$ cat src/rtl/gpio_pin_pkg.sv
package gpio_pin_pkg;
    typedef enum logic {
        CHG_IDLE    = 1'b0,
        CHG_PENDING = 1'b1
    } chg_state_t;
endpackage

$ cat src/rtl/pin_sync.sv
module pin_sync #(
    parameter int STAGES = 2
) (
    input  logic clk,
    input  logic rst_n,
    input  logic d,
    output logic q
);
    localparam int LAST = STAGES - 1;

    logic [LAST:0] chain;

    generate
        for (genvar i = 0; i < STAGES; i++) begin : g_stage
            if (i == 0) begin : g_first
                always_ff @(posedge clk or negedge rst_n) begin
                    if (!rst_n) chain[0] <= 1'b0;
                    else        chain[0] <= d;
                end
            end else begin : g_next
                always_ff @(posedge clk or negedge rst_n) begin
                    if (!rst_n) chain[i] <= 1'b0;
                    else        chain[i] <= chain[i-1];
                end
            end
        end
    endgenerate

    assign q = chain[LAST];
endmodule

$ cat src/rtl/pin_cfg_regs.sv
module pin_cfg_regs #(
    parameter logic RST_DIR = 1'b1,
    parameter logic RST_ANA = 1'b1
) (
    input  logic clk,
    input  logic rst_n,
    input  logic wr_bit,
    input  logic wr_data,
    input  logic wr_dir,
    input  logic wr_pull,
    input  logic wr_ana,
    input  logic wr_chg_en,
    output logic data_q,
    output logic dir_q,
    output logic pull_q,
    output logic ana_q,
    output logic chg_en_q
);
    always_ff @(posedge clk or negedge rst_n) begin
        if (!rst_n) begin
            data_q   <= 1'b0;
            dir_q    <= RST_DIR;
            pull_q   <= 1'b0;
            ana_q    <= RST_ANA;
            chg_en_q <= 1'b0;
        end else begin
            if (wr_data)   data_q   <= wr_bit;
            if (wr_dir)    dir_q    <= wr_bit;
            if (wr_pull)   pull_q   <= wr_bit;
            if (wr_ana)    ana_q    <= wr_bit;
            if (wr_chg_en) chg_en_q <= wr_bit;
        end
    end
endmodule

$ cat src/rtl/pin_chg_fsm.sv
module pin_chg_fsm
    import gpio_pin_pkg::*;
(
    input  logic clk,
    input  logic rst_n,
    input  logic level,
    input  logic snap_take,
    input  logic enable,
    input  logic other_evt,
    input  logic clr_wr,
    input  logic clr_bit,
    output logic hit,
    output logic flag
);
    chg_state_t state, state_nx;
    logic       snap_q;
    logic       set_evt;
    logic       clr_evt;

    always_ff @(posedge clk or negedge rst_n) begin
        if (!rst_n)         snap_q <= 1'b0;
        else if (snap_take) snap_q <= level;
    end

    assign hit     = enable & (level ^ snap_q);
    assign set_evt = hit | other_evt;
    assign clr_evt = clr_wr & ~clr_bit;

    always_comb begin
        state_nx = state;
        unique case (state)
            CHG_IDLE:    if (set_evt) state_nx = CHG_PENDING;
            CHG_PENDING: if (clr_evt && !set_evt) state_nx = CHG_IDLE;
            default:     state_nx = CHG_IDLE;
        endcase
    end

    always_ff @(posedge clk or negedge rst_n) begin
        if (!rst_n) state <= CHG_IDLE;
        else        state <= state_nx;
    end

    always_comb begin
        flag = (state == CHG_PENDING);
    end
endmodule

$ cat src/rtl/gpio_pin_cell.sv
module gpio_pin_cell #(
    parameter int   SYNC_STAGES = 2,
    parameter logic RST_DIR     = 1'b1,
    parameter logic RST_ANA     = 1'b1
) (
    input  logic clk,
    input  logic rst_n,
    input  logic wr_bit,
    input  logic wr_data,
    input  logic wr_dir,
    input  logic wr_pull,
    input  logic wr_ana,
    input  logic wr_chg_en,
    input  logic wr_chg_flag,
    input  logic rd_port,
    output logic rd_data,
    input  logic clkout_en,
    input  logic fosc4,
    input  logic pull_glob_n,
    input  logic pin_in,
    output logic pin_out,
    output logic pin_oe,
    output logic pull_on,
    output logic pin_din,
    input  logic chg_other,
    output logic chg_flag
);
    logic data_q, dir_q, pull_q, ana_q, chg_en_q;
    logic pin_sync_q;
    logic chg_hit;

    pin_cfg_regs #(.RST_DIR(RST_DIR), .RST_ANA(RST_ANA)) u_cfg (
        .clk      (clk),
        .rst_n    (rst_n),
        .wr_bit   (wr_bit),
        .wr_data  (wr_data),
        .wr_dir   (wr_dir),
        .wr_pull  (wr_pull),
        .wr_ana   (wr_ana),
        .wr_chg_en(wr_chg_en),
        .data_q   (data_q),
        .dir_q    (dir_q),
        .pull_q   (pull_q),
        .ana_q    (ana_q),
        .chg_en_q (chg_en_q)
    );

    pin_sync #(.STAGES(SYNC_STAGES)) u_sync (
        .clk  (clk),
        .rst_n(rst_n),
        .d    (pin_in),
        .q    (pin_sync_q)
    );

    // Digital input path, cut off in analog mode
    assign pin_din = pin_sync_q & ~ana_q;
    assign rd_data = pin_din;

    // Driver: 2:1 select between data bit and instruction clock
    assign pin_out = clkout_en ? fosc4 : data_q;
    assign pin_oe  = clkout_en | ~dir_q;

    // Pull-up only on an undriven digital input
    assign pull_on = pull_q & ~pull_glob_n & dir_q & ~ana_q & ~clkout_en;

    pin_chg_fsm u_chg (
        .clk      (clk),
        .rst_n    (rst_n),
        .level    (pin_din),
        .snap_take(rd_port),
        .enable   (chg_en_q),
        .other_evt(chg_other),
        .clr_wr   (wr_chg_flag),
        .clr_bit  (wr_bit),
        .hit      (chg_hit),
        .flag     (chg_flag)
    );
endmodule

$ cat config.mk
export PLATFORM = sky130hd
export DESIGN_NAME = gpio_pin_cell
export DESIGN_NICKNAME = d
export VERILOG_FILES = /design/src/rtl/gpio_pin_pkg.sv /design/src/rtl/pin_sync.sv /design/src/rtl/pin_cfg_regs.sv /design/src/rtl/pin_chg_fsm.sv /design/src/rtl/gpio_pin_cell.sv
export SDC_FILE = /design/constraint.sdc
export NUM_CORES = 1
export LEC_CHECK = 0
export BUFFER_PORTS_ARGS = -buffer_cell sky130_fd_sc_hd__buf_2
export CORE_AREA = 2 2 39 41
export DETAILED_ROUTE_END_ITERATION = 8
export DIE_AREA = 0 0 41 43
export PLACE_DENSITY = 0.66
export SYNTH_ARGS = -nofsm -noshare
export SYNTH_HDL_FRONTEND = slang
export SYNTH_SLANG_ARGS = --single-unit
export TNS_END_PERCENT = 5
$ cat constraint.sdc
create_clock -name clk -period 1.5 [get_ports clk]
set_input_delay 0.075 -clock clk [delete_from_list [all_inputs] [get_ports clk]]
set_output_delay 0.075 -clock clk [all_outputs]
set_load 0.02 [all_outputs]
==> flow_metrics.tcl <==
set metrics [dict create \
    dp.cells 58 \
    avgRoutedWirePerCell_um 10.7 \
    post_cts_resize_count 0 \
    yosysTopAreaCell "dfrtp_1" \
    cap_violations 0 \
    cts_max_path_buffers 2 \
    grt_pass1_vias 288 \
    hold_depth 2 \
    cp_top_family "flip-flops" \
    fin_nets 64 \
    grt_max_degree 10 \
    seq_area_frac_synth 0.628 \
    drive_above_1_share 0.708 \
    worstPathMaxFanout 2 \
    cts_inserted_buffers 3 \
    root_buffer "clkbuf_4" \
    skew_ps 0.309 \
    synth_fp_nets 38 \
    fp.coreArea_mm2 0.00138 \
    vias_per_cell 3.94 \
    hold_violations 0 \
    met1_usage 0.120 \
    yosysTopAreaCellShare 0.483 \
    fmax_ghz 0.727 \
    n_antenna_cell 0 \
    drv_slew 0 \
    cp.required_ps 1420 \
    grtUsageMet2 0.150 \
    antenna_left 0 \
    place_area_um2 482 \
    io_buffers 20 \
    drc_errors 0 \
    post-route-period-util 0.916 \
    slowest_delay_ps 530 \
    drt-pass1-iter-count 1 \
    setup_tns_ps 0 \
    grt_setup_unrepaired "false" \
    peakVddDrop_v 0.000428 \
    finalSetupViolCount 0 \
    synth_area_um2 363 \
    fin_util 0.382 \
    rr_worst_depth 3 \
    die_w_um 41 \
    worst_hold_path_type "in -> reg" \
    netlist_instances 23 \
    row_count 14 \
    ys_types 9 \
    crit_chain "nand2b_1 > nor4b_2 > buf_2" \
    fin_cells 64 \
    leakage_uw 0.000252 \
    critPathKind "reg -> out" \
    min_period_ps 1370 \
    clkTransAtPathRegs_ps 60 \
    synthTopCellsByArea "dfrtp_1, mux2_2, dfstp_2, nand2b_1, a221o_1" \
    worstPathArrival_ps 1300 \
    area_growth_pct 45.5 \
    startpoint_type "flop" \
    yosys_register_bits 9 \
    avgSynthCellArea_um2 15.8 \
    gp_congestion 0.600 \
    outcome "finished clean" \
    initial_core_util 0.262 \
    grt-busiest-layer "met2" \
    grt_use_total 0.105 \
    die_area_mm2 0.00176 \
    met3_usage 0.0524 \
    dp_hpwl_um 562 \
    io_pins 21 \
    cp_num_cells 3 \
    cts_hold_buf 2 \
    clock-sinks 9 \
    htree_levels 1 \
    p_per_area_mw_per_mm2 1040 \
    tritoncts "yes" \
    vias 252 \
    slowest_stage "dfstp_2" \
    clk_latency_ps 250 \
    worst_pin_slew_ps 210 \
    overflow 0 \
    drt_wl_total_um 684 \
    fp.dieH_um 43 \
    yosys_warnings 0 \
    critPathBufInv 1 \
    power_uw 551 \
    cp-end-kind "output port" \
    antenna_found_initial 0 \
    post-route-cell-area_um2 528 \
    post_cts_buffers 0 \
    grt_pass1_wl_um 1150 \
    maxSlewHeadroom 0.860 \
    drtIter0Drc 0 \
]
## cells in the mapped netlist
cell,instances
a221o_1,1
buf_4,1
dfrtp_1,7
dfstp_2,2
mux2_2,7
nand2b_1,2
nor2b_2,1
nor4b_1,1
xor2_1,1
## layout make-up
class | instances | area (um^2)
Fill cell | 145 | 856
Sequential cell | 9 | 228
Multi-Input combinational cell | 13 | 134
Timing Repair Buffer | 22 | 120
Clock buffer | 4 | 26.3
Tap cell | 16 | 20.0
## cells in the final DEF, fill, tap and decap left out, drive strengths merged
cell,Yosys,final
buf,1,20
mux2,7,7
dfrtp,7,7
clkbuf,0,4
nand2b,2,2
dlygate4sd3,0,2
dfstp,2,2
nor2b,1,1
xor2,1,1
a221o,1,1
nor4b,1,1
## flip-flops by register name, indices dropped and copies added, names as in the netlist
register / count
u_cfg.ana_q: 1
u_cfg.chg_en_q: 1
u_cfg.data_q: 1
u_cfg.dir_q: 1
u_cfg.pull_q: 1
u_chg.flag: 1
u_chg.snap_q: 1
u_sync.chain: 1
u_sync.q: 1
## power by group
part           switching [uW]  total, uW  internal [uW]  leakage [uW]
logic                    42.2       91.4           49.1      0.000135
clock network            78.1        180            102     0.0000150
registers                11.2        280            268      0.000102
## per-layer routing
metal,wire (um),vias to the layer above
li1,-,129
met1,265,120
met2,390,3
met3,28,0
met4,0,0
met5,0,-
## worst paths after layout
kind / startpoint / endpoint / slack (ps)
setup / recovery: u_cfg.dir_q / pull_on / 130
hold / removal: chg_other / u_chg.flag / 40
setup reg to reg: u_cfg.ana_q / u_chg.flag / 330
hold reg to reg: u_sync.chain[0] / u_sync.q / 350
max in group asynchronous: rst_n / u_cfg.ana_q / 1050
min in group asynchronous: rst_n / u_cfg.data_q / 210
## logic make-up (layout without fill, tap and decap cells)
family,count (synthesis),after routing,synth area share
buffers and inverters,1,26,0.0207
XOR/XNOR,1,1,0.0241
AO/OA/AOI/OAI,1,1,0.0276
flip-flops,9,9,0.628
multiplexers,7,7,0.217
AND/OR/NAND/NOR,4,4,0.0828
## stage by stage
stage	setup WS, ps	hold WS [ps]
2_1_floorplan	252	-221
3_3_place_gp	369	-63.8
3_5_place_dp	337	-66.4
4_1_cts	106	30.2
5_1_grt	57.5	30.8
6_report	125	37.5
Note: power is estimated with default switching activity, not from simulation.
